### config.mk
export PLATFORM = sky130hd
export DESIGN_NAME = mxbus_regslave
export DESIGN_NICKNAME = d
export VERILOG_FILES = /design/src/rtl/mxbus_pkg.sv /design/src/rtl/mxbus_sync.sv /design/src/rtl/mxbus_strobe.sv /design/src/rtl/mxbus_irq.sv /design/src/rtl/mxbus_regfile.sv /design/src/rtl/mxbus_regslave.sv
export SDC_FILE = /design/constraint.sdc
export NUM_CORES = 1
export LEC_CHECK = 0
export BUFFER_PORTS_ARGS = -buffer_cell sky130_fd_sc_hd__buf_2
export CORE_ASPECT_RATIO = 1.2
export CORE_MARGIN = 8
export CORE_UTILIZATION = 40
export DETAILED_ROUTE_END_ITERATION = 8
export PLACE_DENSITY = 0.62
export SLEW_MARGIN = 20
export SYNTH_ARGS = -nofsm -noshare
export SYNTH_HDL_FRONTEND = slang
export SYNTH_SLANG_ARGS = --single-unit
### constraint.sdc
create_clock -name clk -period 4.2 [get_ports clk]
set_clock_uncertainty 0.05 [all_clocks]
set_input_delay 0.84 -clock clk [delete_from_list [all_inputs] [get_ports clk]]
set_output_delay 0.84 -clock clk [all_outputs]
set_load 0.02 [all_outputs]
### src/rtl/mxbus_pkg.sv
package mxbus_pkg;
  localparam int BUS_W = 8;
  typedef logic [BUS_W-1:0] byte_t;

  localparam byte_t IDX_IRQ    = 8'h00;
  localparam byte_t IDX_CTL2   = 8'h01;
  localparam byte_t IDX_SUB_LO = 8'h04;
  localparam byte_t IDX_SUB_HI = 8'h0A;
  localparam byte_t IDX_DIV_A  = 8'h0C;
  localparam byte_t IDX_DIV_B  = 8'h0D;
  localparam byte_t IDX_REV    = 8'h0F;
  localparam byte_t IRQ_ARM_CODE = 8'h44;

  localparam int CTL2_TS_LSB = 4;
  localparam int CTL2_TUN0   = 3;
  localparam int CTL2_TUN1   = 2;

  typedef enum logic [1:0] {ACC_NONE, ACC_LOCAL, ACC_SUB} acc_kind_e;

  // Decide who owns a register index.
  function automatic acc_kind_e classify(input byte_t idx);
    if (idx >= IDX_SUB_LO && idx <= IDX_SUB_HI) return ACC_SUB;
    case (idx)
      IDX_IRQ, IDX_CTL2, IDX_DIV_A, IDX_DIV_B, IDX_REV: return ACC_LOCAL;
      default: return ACC_NONE;
    endcase
  endfunction

  // Interrupt register as seen by the host: bit 0 carries the pending flag.
  function automatic byte_t irq_view(input byte_t ctl, input logic pend);
    return {ctl[BUS_W-1:1], pend};
  endfunction
endpackage

### src/rtl/mxbus_sync.sv
module mxbus_sync #(
  parameter int W = 1,
  parameter int STAGES = 2,
  parameter logic [W-1:0] RST_VAL = '0
) (
  input  logic         clk,
  input  logic         rst_n,
  input  logic [W-1:0] d,
  output logic [W-1:0] q
);
  logic [STAGES-1:0][W-1:0] chain;

  always_ff @(posedge clk or negedge rst_n) begin
    if (!rst_n) chain <= {STAGES{RST_VAL}};
    else        chain <= {chain[STAGES-2:0], d};
  end

  assign q = chain[STAGES-1];
endmodule

### src/rtl/mxbus_strobe.sv
module mxbus_strobe (
  input  logic clk,
  input  logic rst_n,
  input  logic cs_s,
  input  logic wr_s,
  input  logic rd_s,
  output logic wr_evt,
  output logic rd_evt,
  output logic rdy_n,
  output logic rd_hold
);
  logic wr_d, rd_d, wr_fall, rd_fall;

  always_comb begin
    wr_fall = wr_d & ~wr_s;
    rd_fall = rd_d & ~rd_s;
    wr_evt  = wr_fall & ~cs_s;
    rd_evt  = rd_fall & ~cs_s & ~wr_fall;
  end

  always_ff @(posedge clk or negedge rst_n) begin
    if (!rst_n) begin
      wr_d    <= 1'b1;
      rd_d    <= 1'b1;
      rdy_n   <= 1'b1;
      rd_hold <= 1'b0;
    end else begin
      wr_d <= wr_s;
      rd_d <= rd_s;
      if (wr_evt || rd_evt) rdy_n <= 1'b0;
      else if (wr_s && rd_s) rdy_n <= 1'b1;
      if (rd_evt) rd_hold <= 1'b1;
      else if (rd_s) rd_hold <= 1'b0;
    end
  end
endmodule

### src/rtl/mxbus_irq.sv
module mxbus_irq #(
  parameter int NCD = 2
) (
  input  logic           clk,
  input  logic           rst_n,
  input  logic [NCD-1:0] cd_s,
  input  logic           arm,
  input  logic           ack,
  output logic           irq_set,
  output logic           pend
);
  logic [NCD-1:0] cd_prev, line_chg;

  for (genvar i = 0; i < NCD; i++) begin : g_line
    assign line_chg[i] = cd_s[i] ^ cd_prev[i];
  end

  assign irq_set = arm & (|line_chg);

  always_ff @(posedge clk or negedge rst_n) begin
    if (!rst_n) begin
      cd_prev <= '0;
      pend    <= 1'b0;
    end else begin
      cd_prev <= cd_s;
      if (irq_set)  pend <= 1'b1;   // a new event outranks the acknowledge
      else if (ack) pend <= 1'b0;
    end
  end
endmodule

### src/rtl/mxbus_regfile.sv
module mxbus_regfile import mxbus_pkg::*; #(
  parameter byte_t REVISION = 8'h2A
) (
  input  logic       clk,
  input  logic       rst_n,
  input  logic       wr_evt,
  input  logic       rd_evt,
  input  logic       sel,
  input  byte_t      din,
  input  byte_t      sub_rdata,
  input  logic       irq_pend,
  output byte_t      cur_idx,
  output byte_t      dout,
  output logic       sub_wr,
  output logic       sub_rd,
  output byte_t      sub_wdata,
  output logic       irq_ack,
  output logic       irq_arm,
  output logic [1:0] ts_en,
  output logic [1:0] tuner_rst_n,
  output byte_t      div_a,
  output byte_t      div_b
);
  byte_t     ctl_q, ctl2_q, rd_val;
  acc_kind_e kind;
  logic      data_wr, data_rd;

  always_comb begin
    kind      = classify(cur_idx);
    data_wr   = wr_evt & ~sel;
    data_rd   = rd_evt & ~sel;
    sub_wr    = data_wr && (kind == ACC_SUB);
    sub_rd    = data_rd && (kind == ACC_SUB);
    sub_wdata = din;
    irq_ack   = data_rd && (cur_idx == IDX_IRQ);
    irq_arm   = (ctl_q == IRQ_ARM_CODE);
    rd_val    = '0;
    if (sel) rd_val = cur_idx;
    else if (kind == ACC_SUB) rd_val = sub_rdata;
    else begin
      case (cur_idx)
        IDX_IRQ:   rd_val = irq_view(ctl_q, irq_pend);
        IDX_CTL2:  rd_val = ctl2_q;
        IDX_DIV_A: rd_val = div_a;
        IDX_DIV_B: rd_val = div_b;
        IDX_REV:   rd_val = REVISION;
        default:   rd_val = '0;
      endcase
    end
  end

  always_ff @(posedge clk or negedge rst_n) begin
    if (!rst_n) begin
      cur_idx <= '0;
      ctl_q   <= '0;
      ctl2_q  <= '0;
      div_a   <= '0;
      div_b   <= '0;
      dout    <= '0;
    end else begin
      if (wr_evt && sel) cur_idx <= din;
      if (data_wr) begin
        case (cur_idx)
          IDX_IRQ:   ctl_q  <= din;
          IDX_CTL2:  ctl2_q <= din;
          IDX_DIV_A: div_a  <= din;
          IDX_DIV_B: div_b  <= din;
          default: ;
        endcase
      end
      if (rd_evt) dout <= rd_val;
    end
  end

  assign ts_en       = ctl2_q[CTL2_TS_LSB +: 2];
  assign tuner_rst_n = {ctl2_q[CTL2_TUN1], ctl2_q[CTL2_TUN0]};
endmodule

### src/rtl/mxbus_regslave.sv
module mxbus_regslave import mxbus_pkg::*; #(
  parameter int    SYNC_STAGES = 2,
  parameter int    NCD         = 2,
  parameter byte_t REVISION    = 8'h2A
) (
  input  logic           clk,
  input  logic           rst_n,
  input  logic           bus_cs_n,
  input  logic           bus_sel,
  input  logic           bus_wr_n,
  input  logic           bus_rd_n,
  input  logic [7:0]     bus_din,
  output logic [7:0]     bus_dout,
  output logic           bus_doe,
  output logic           bus_rdy_n,
  output logic           bus_irq_n,
  input  logic [NCD-1:0] card_det,
  output logic           sub_wr,
  output logic           sub_rd,
  output logic [7:0]     sub_idx,
  output logic [7:0]     sub_wdata,
  input  logic [7:0]     sub_rdata,
  output logic [1:0]     ts_en,
  output logic [1:0]     tuner_rst_n,
  output logic [7:0]     div_a,
  output logic [7:0]     div_b
);
  localparam int NSTRB = 3;

  logic [NSTRB-1:0] strb_s;
  logic [NCD-1:0]   cd_s;
  logic cs_s, wr_s, rd_s;
  logic wr_evt, rd_evt, irq_ack, irq_arm, irq_set, irq_pend;
  byte_t cur_idx;

  mxbus_sync #(.W(NSTRB), .STAGES(SYNC_STAGES), .RST_VAL({NSTRB{1'b1}})) u_sync_strb (
    .clk(clk), .rst_n(rst_n), .d({bus_cs_n, bus_wr_n, bus_rd_n}), .q(strb_s));

  mxbus_sync #(.W(NCD), .STAGES(SYNC_STAGES), .RST_VAL('0)) u_sync_cd (
    .clk(clk), .rst_n(rst_n), .d(card_det), .q(cd_s));

  assign cs_s = strb_s[2];
  assign wr_s = strb_s[1];
  assign rd_s = strb_s[0];

  mxbus_strobe u_strobe (
    .clk(clk), .rst_n(rst_n), .cs_s(cs_s), .wr_s(wr_s), .rd_s(rd_s),
    .wr_evt(wr_evt), .rd_evt(rd_evt), .rdy_n(bus_rdy_n), .rd_hold(bus_doe));

  mxbus_regfile #(.REVISION(REVISION)) u_regs (
    .clk(clk), .rst_n(rst_n), .wr_evt(wr_evt), .rd_evt(rd_evt), .sel(bus_sel),
    .din(bus_din), .sub_rdata(sub_rdata), .irq_pend(irq_pend),
    .cur_idx(cur_idx), .dout(bus_dout), .sub_wr(sub_wr), .sub_rd(sub_rd),
    .sub_wdata(sub_wdata), .irq_ack(irq_ack), .irq_arm(irq_arm),
    .ts_en(ts_en), .tuner_rst_n(tuner_rst_n), .div_a(div_a), .div_b(div_b));

  mxbus_irq #(.NCD(NCD)) u_irq (
    .clk(clk), .rst_n(rst_n), .cd_s(cd_s), .arm(irq_arm), .ack(irq_ack),
    .irq_set(irq_set), .pend(irq_pend));

  assign sub_idx   = cur_idx;
  assign bus_irq_n = ~irq_pend;
endmodule

Word-level counts from Yosys, hierarchy flattened
Index checks and enable logic that the tools add are counted.
{"block": "word_totals", "n_memories": 0, "romBits": 0, "inputBits": 24, "mem_bits_rw": 0, "ff_bits": 65, "latchBits": 0}
{"block": "classes", "shifts": 0, "eq_ne": 6, "bitwise": 16, "add_sub_neg": 0, "n_reduce_logical": 17, "order_cmp": 2, "mux": 13, "mul": 0, "div_mod_pow": 0}
{"cell": "$pmux 8 s5", "n": 1}
{"cell": "$eq 8x4->1 const B", "n": 3}
{"cell": "$mux 8", "n": 2}
{"cell": "$and 1x1->1", "n": 8}
{"cell": "$eq 8x1->1 const B", "n": 1}
{"cell": "$eq 8x7->1 const B", "n": 1}
{"cell": "$ge 8x3->1 const B", "n": 1}
{"cell": "$le 8x4->1 const B", "n": 1}
{"cell": "$logic_not 8->1", "n": 1}
{"cell": "$mux 1", "n": 8}
{"cell": "$reduce_and 2->1", "n": 4}
{"cell": "$logic_and 1x1->1", "n": 6}
{"cell": "$not 1->1", "n": 6}
{"cell": "$reduce_bool 2->1", "n": 3}
{"cell": "$reduce_or 5->1", "n": 1}
{"cell": "$mux 2", "n": 2}
{"cell": "$eq 2x2->1 const B", "n": 1}
{"cell": "$reduce_or 2->1", "n": 1}
{"cell": "$xor 1x1->1", "n": 2}
{"cell": "$logic_or 1x1->1", "n": 1}

Logic depth before layout (Yosys ltp)
{"block": "depth", "ltp_word": 8, "depth_mapped": 6}

By module
A second synthesis with hierarchy kept.
{"block": "unflattened", "hier_cells": 254, "hier_area_um2": 3106.7}
{"module": "mxbus_regfile", "cells_each": 215, "n_inst": 1, "area_per_inst_um2": 2514.9}
{"module": "mxbus_sync at u_sync_strb", "cells_each": 9, "n_inst": 1, "area_per_inst_um2": 180.2}
{"module": "mxbus_strobe", "cells_each": 15, "n_inst": 1, "area_per_inst_um2": 177.7}
{"module": "mxbus_irq", "cells_each": 8, "n_inst": 1, "area_per_inst_um2": 115.1}
{"module": "mxbus_sync at u_sync_cd", "cells_each": 6, "n_inst": 1, "area_per_inst_um2": 115.1}
{"module": "mxbus_regslave", "cells_each": 1, "n_inst": 1, "area_per_inst_um2": 3.8}

Worst setup path after synthesis
Ideal clock, no wire load.
{"block": "synth_timing", "path_kind": "input -> output", "from": "input bus_sel", "to": "output sub_rd", "t_arrival_ps": 1797, "stages": 3, "n_path_buf": 1, "setup_slack_ps": 1513, "path_cell_list": "or4_1 > clkbuf_1 > nor2_1"}
{"block": "synth_between", "elab_chain_cells": 3}
{"element": "from (decl)", "line": "mxbus_regslave.sv:9", "text": "input logic bus_sel,"}
{"element": "$not 1->1", "line": "mxbus_regfile.sv:31", "text": "data_rd = rd_evt & ~sel;"}
{"element": "$and 1x1->1", "line": "mxbus_regfile.sv:31"}
{"element": "$logic_and 1x1->1", "line": "mxbus_regfile.sv:33", "text": "sub_rd = data_rd && (kind == ACC_SUB);"}
{"element": "to (decl)", "line": "mxbus_regslave.sv:19", "text": "output logic sub_rd,"}
No other way between the ends.

Final worst setup path
{"block": "layout_timing", "from": "register u_regs.cur_idx[3]", "to": "output sub_wr"}
{"block": "layout_between", "elab_chain_cells": 6, "elab_cells_between_ends": 14}
{"element": "from (decl)", "line": "mxbus_regfile.sv:12", "text": "output byte_t cur_idx,"}
{"element": "from (signal assigned)", "line": "mxbus_regfile.sv:61", "text": "if (wr_evt && sel) cur_idx <= din;"}
{"element": "$ge 8x3->1 (tied with other cells)", "line": "mxbus_pkg.sv:22", "text": "if (idx >= IDX_SUB_LO && idx <= IDX_SUB_HI) return ACC_SUB;"}
{"element": "$logic_and 1x1->1 / $reduce_or 5->1 (equally long branches)", "line": "mxbus_pkg.sv:22, mxbus_pkg.sv:23"}
{"element": "$mux 1, on equally long branches", "line": "mxbus_pkg.sv:22, mxbus_pkg.sv:23"}
{"element": "$mux 2 (*)", "line": "mxbus_pkg.sv:23", "text": "case (idx)"}
{"element": "$eq 2x2->1 (*)", "line": "mxbus_regfile.sv:32", "text": "sub_wr = data_wr && (kind == ACC_SUB);"}
{"element": "$logic_and 1x1->1 (*)", "line": "mxbus_regfile.sv:32"}
{"element": "to (decl)", "line": "mxbus_regslave.sv:18", "text": "output logic sub_wr,"}
Every way passes the cells marked *; elsewhere a longest branch is shown, timed or not.

==> run metrics <==
outcome complete, no violations; I/O pin count 73; GRT Util Overall 15.0%; clk_lat worst skew 0.34 ns; Synth Area per Inst ~12 µm²; Startpoint Class flip-flop; sw frac a little under a third; Final Hold Vio Count 0; FP Rows 35; total grt overflow 0; Final min period 3.08 ns; vias in the first global route between 2,000 and 2,500; Worst Path Arrival between 2 and 2.5 ns; cts bufs inserted 9; R2R Path End u_regs.div_a[4]$_DFFE_PN0P_; Hold-fix buffers, CTS 0; Post-Syn Area around 0.0030 mm²; worst reg-to-reg setup slack ~1.9 ns; Syn Nets roughly 270; slowest stage delay, CP slightly above 0.6 ns; setup ws final between 1 and 1.5 ns; DRT Pass-1 Iters 6; Final ANT Viol Nets 0; first-pass GRT wire length between 10 and 15 mm; asr flop ratio synth 100%; fmax approximately 320 MHz; Yosys warnings 0; Comb pwr share between 20% and 30%; slew margin rel. 29.3%; non-filler cells, final 408; most frequent cells in the layout buf_2 (72), dfrtp_1 (56), mux2_2 (38); Synth Flop Type dfrtp_1; final setup fails 0; via/cell ratio roughly 5.3; Critical Path RT 3.31 ns; TritonCTS clock tree yes; Clk pwr share approximately 34%; NetSw between 0.5 and 0.6 mW; Resized cells post-CTS 0; PD cells roughly 460 mW/mm²; pre-CTS WS around 1.4 ns; Pleak approximately 1.8 nW; postcts setup bufs 0; Layout Nets about 340; unrepaired setup endpoints after global routing no; CTS sink cnt 65; layout cells sized above 1 47.2%; # DRC 0; Design Area, Final around 0.0036 mm²; crit path from u_regs.cur_idx[3]$_DFFE_PN0P_; CTS H-tree lvls 3; critical path type flip-flop to output port; worst path cell trace a21bo_2 -> mux2i_1 -> and3_1 -> buf_2; Vias 2,152; Detailed Route Iter0 Violations just over 80; # diodes 0; Worst R2R Start u_regs.cur_idx[5]$_DFFE_PN0P_; Synth cell types 44; CTS clk-pin slew, worst paths roughly 0.07 ns; Slew @ Worst Pin between 1 and 1.5 ns; crit path max fanout 15; FF+latch count, synth between 60 and 70; GP Congestion slightly below 0.8; period utilisation layout between 70% and 80%; Setup TNS 0 ns; largest net degree at the start of global routing 39; number of port buffers 72; placed cell area between 0.003 and 0.004 mm²; Critical-path top delay cell dfrtp_1; core region area 0.00753 mm²; HPWL after DPL roughly 5.5 mm; max-cap viol count 0; final WL 7.40 mm; Post-synth EDFFs 0; Setup crit end kind output port; initial antenna violation count 0; WL per Instance ~18 µm; Post-Synthesis Cells around 250; sequential area share after synthesis 54.0%; share of power burned in registers a little under half; Hold Path Class flip-flop to flip-flop; Max IR drop VDD around 0.21 mV; Slew Limit Fails 0; Die H about 110 µm; Total Die Area 0.0106 mm²; most common cell after layout, fill and taps aside buf_2; CTS root buf clkbuf_8; Initial Util between 40% and 50%; dpl cells between 300 and 400; CTS max path bufs 2; CP Capture Point sub_wr; Pint 1.14 mW; Die Span X between 90 and 100 µm; R2R depth 4; area delta synth->final 19.3%; Final Util between 40% and 50%
## worst max-delay path: cells and delay by family (launching register included)
| family | cells | cell delay [ns] |
|---|---|---|
| and+or+nand+nor | 1 | 0.26 |
| AOI/OAI and AO/OA | 1 | 0.28 |
| muxes | 1 | 0.53 |
| DFF | 1 | 0.62 |
| buffers and inverters | 1 | 0.16 |
## flip-flops by register name, indices dropped and copies added (netlist names), 2 cells and up
name / flops
u_irq.cd_prev: 2
u_regs.dout: 8
u_regs.div_b: 8
u_sync_strb.q: 3
u_sync_cd.q: 2
u_sync_strb.chain: 3
u_sync_cd.chain: 2
u_regs.ctl_q: 8
u_regs.div_a: 8
u_regs.ctl2_q: 8
u_regs.cur_idx: 8
## cell usage after synthesis, types with 2 or more instances
| cell type | number | area share [%] |
|---|---|---|
| a21oi_1 | 7 | 1.2 |
| a221oi_1 | 6 | 1.7 |
| a311oi_1 | 2 | 0.58 |
| a31oi_1 | 6 | 1.2 |
| buf_4 | 13 | 3.2 |
| clkbuf_1 | 8 | 0.99 |
| dfrtp_1 | 56 | 46 |
| dfstp_2 | 9 | 7.8 |
| inv_1 | 6 | 0.74 |
| mux2_2 | 38 | 14 |
| mux2i_1 | 13 | 4.3 |
| nand2_1 | 13 | 1.6 |
| nand3_1 | 2 | 0.33 |
| nor2_1 | 17 | 2.1 |
| nor2b_1 | 3 | 0.62 |
| nor3_4 | 3 | 1.6 |
| nor4b_1 | 2 | 0.58 |
| o211ai_1 | 2 | 0.49 |
| o21a_1 | 5 | 1.2 |
| o21ai_0 | 6 | 0.99 |
| o22ai_1 | 5 | 1.0 |
| or4_1 | 2 | 0.49 |
| xor2_1 | 2 | 0.58 |
## cell type report
class | count | area (µm²)
tap | 92 | 115
sequential | 65 | 1640
timing repair buffer | 76 | 390
clock inverter | 4 | 50.0
fill | 728 | 3910
clock buffer | 12 | 165
inverter | 6 | 22.5
multi-input combinational | 153 | 1240
## through the flow
stage / hold slack [ns] / power [mW]
final: 0.300 / 1.66
after global routing: 0.312 / 1.75
after CTS: 0.303 / 1.68
after detailed placement: 0.286 / 1.12
after global placement: 0.284 / 1.11
after floorplan: 0.281 / 0.991
## power groups by stage
stage | combinational (mW) | clock, mW | sequential (mW)
after floorplan | 0.197 | 0 | 0.794
after global placement | 0.349 | 0 | 0.764
after detailed placement | 0.350 | 0 | 0.766
after CTS | 0.351 | 0.577 | 0.755
after global routing | 0.377 | 0.606 | 0.765
final | 0.346 | 0.559 | 0.753
## per-layer routing
layer	global-route usage [%]	vias up	wire, µm
met4	7.09	0	171
met1	17.8	1059	3050
li1	-	1016	-
met3	5.52	11	556
met5	0	-	0
met2	23.4	66	3620
## worst min path at each step
| stage | slack [ns] | depth (start not counted) | to | start |
|---|---|---|---|---|
| floorplan | 0.28 | 0 | u_sync_cd.q[0]$_DFF_PN0_ | u_sync_cd.chain[0]$_DFF_PN0_ |
| global placement | 0.28 | 0 | u_sync_cd.q[0]$_DFF_PN0_ | u_sync_cd.chain[0]$_DFF_PN0_ |
| detailed placement | 0.29 | 0 | u_sync_cd.q[0]$_DFF_PN0_ | u_sync_cd.chain[0]$_DFF_PN0_ |
| CTS | 0.30 | 0 | u_sync_cd.q[0]$_DFF_PN0_ | u_sync_cd.chain[0]$_DFF_PN0_ |
| global route | 0.31 | 0 | u_sync_strb.q[0]$_DFF_PN1_ | u_sync_strb.chain[0]$_DFF_PN1_ |
| finish | 0.30 | 0 | u_sync_cd.q[0]$_DFF_PN0_ | u_sync_cd.chain[0]$_DFF_PN0_ |
## kinds of logic after synthesis
family / after synthesis / synth area share (%)
flip-flops: 65 / 54.0
multiplexers: 52 / 18.8
XOR/XNOR: 2 / 0.577
buffers and inverters: 29 / 5.24
AND/OR/NAND/NOR: 55 / 11.6
AO/OA/AOI/OAI: 44 / 9.86
(Power assumes the default switching activity.)
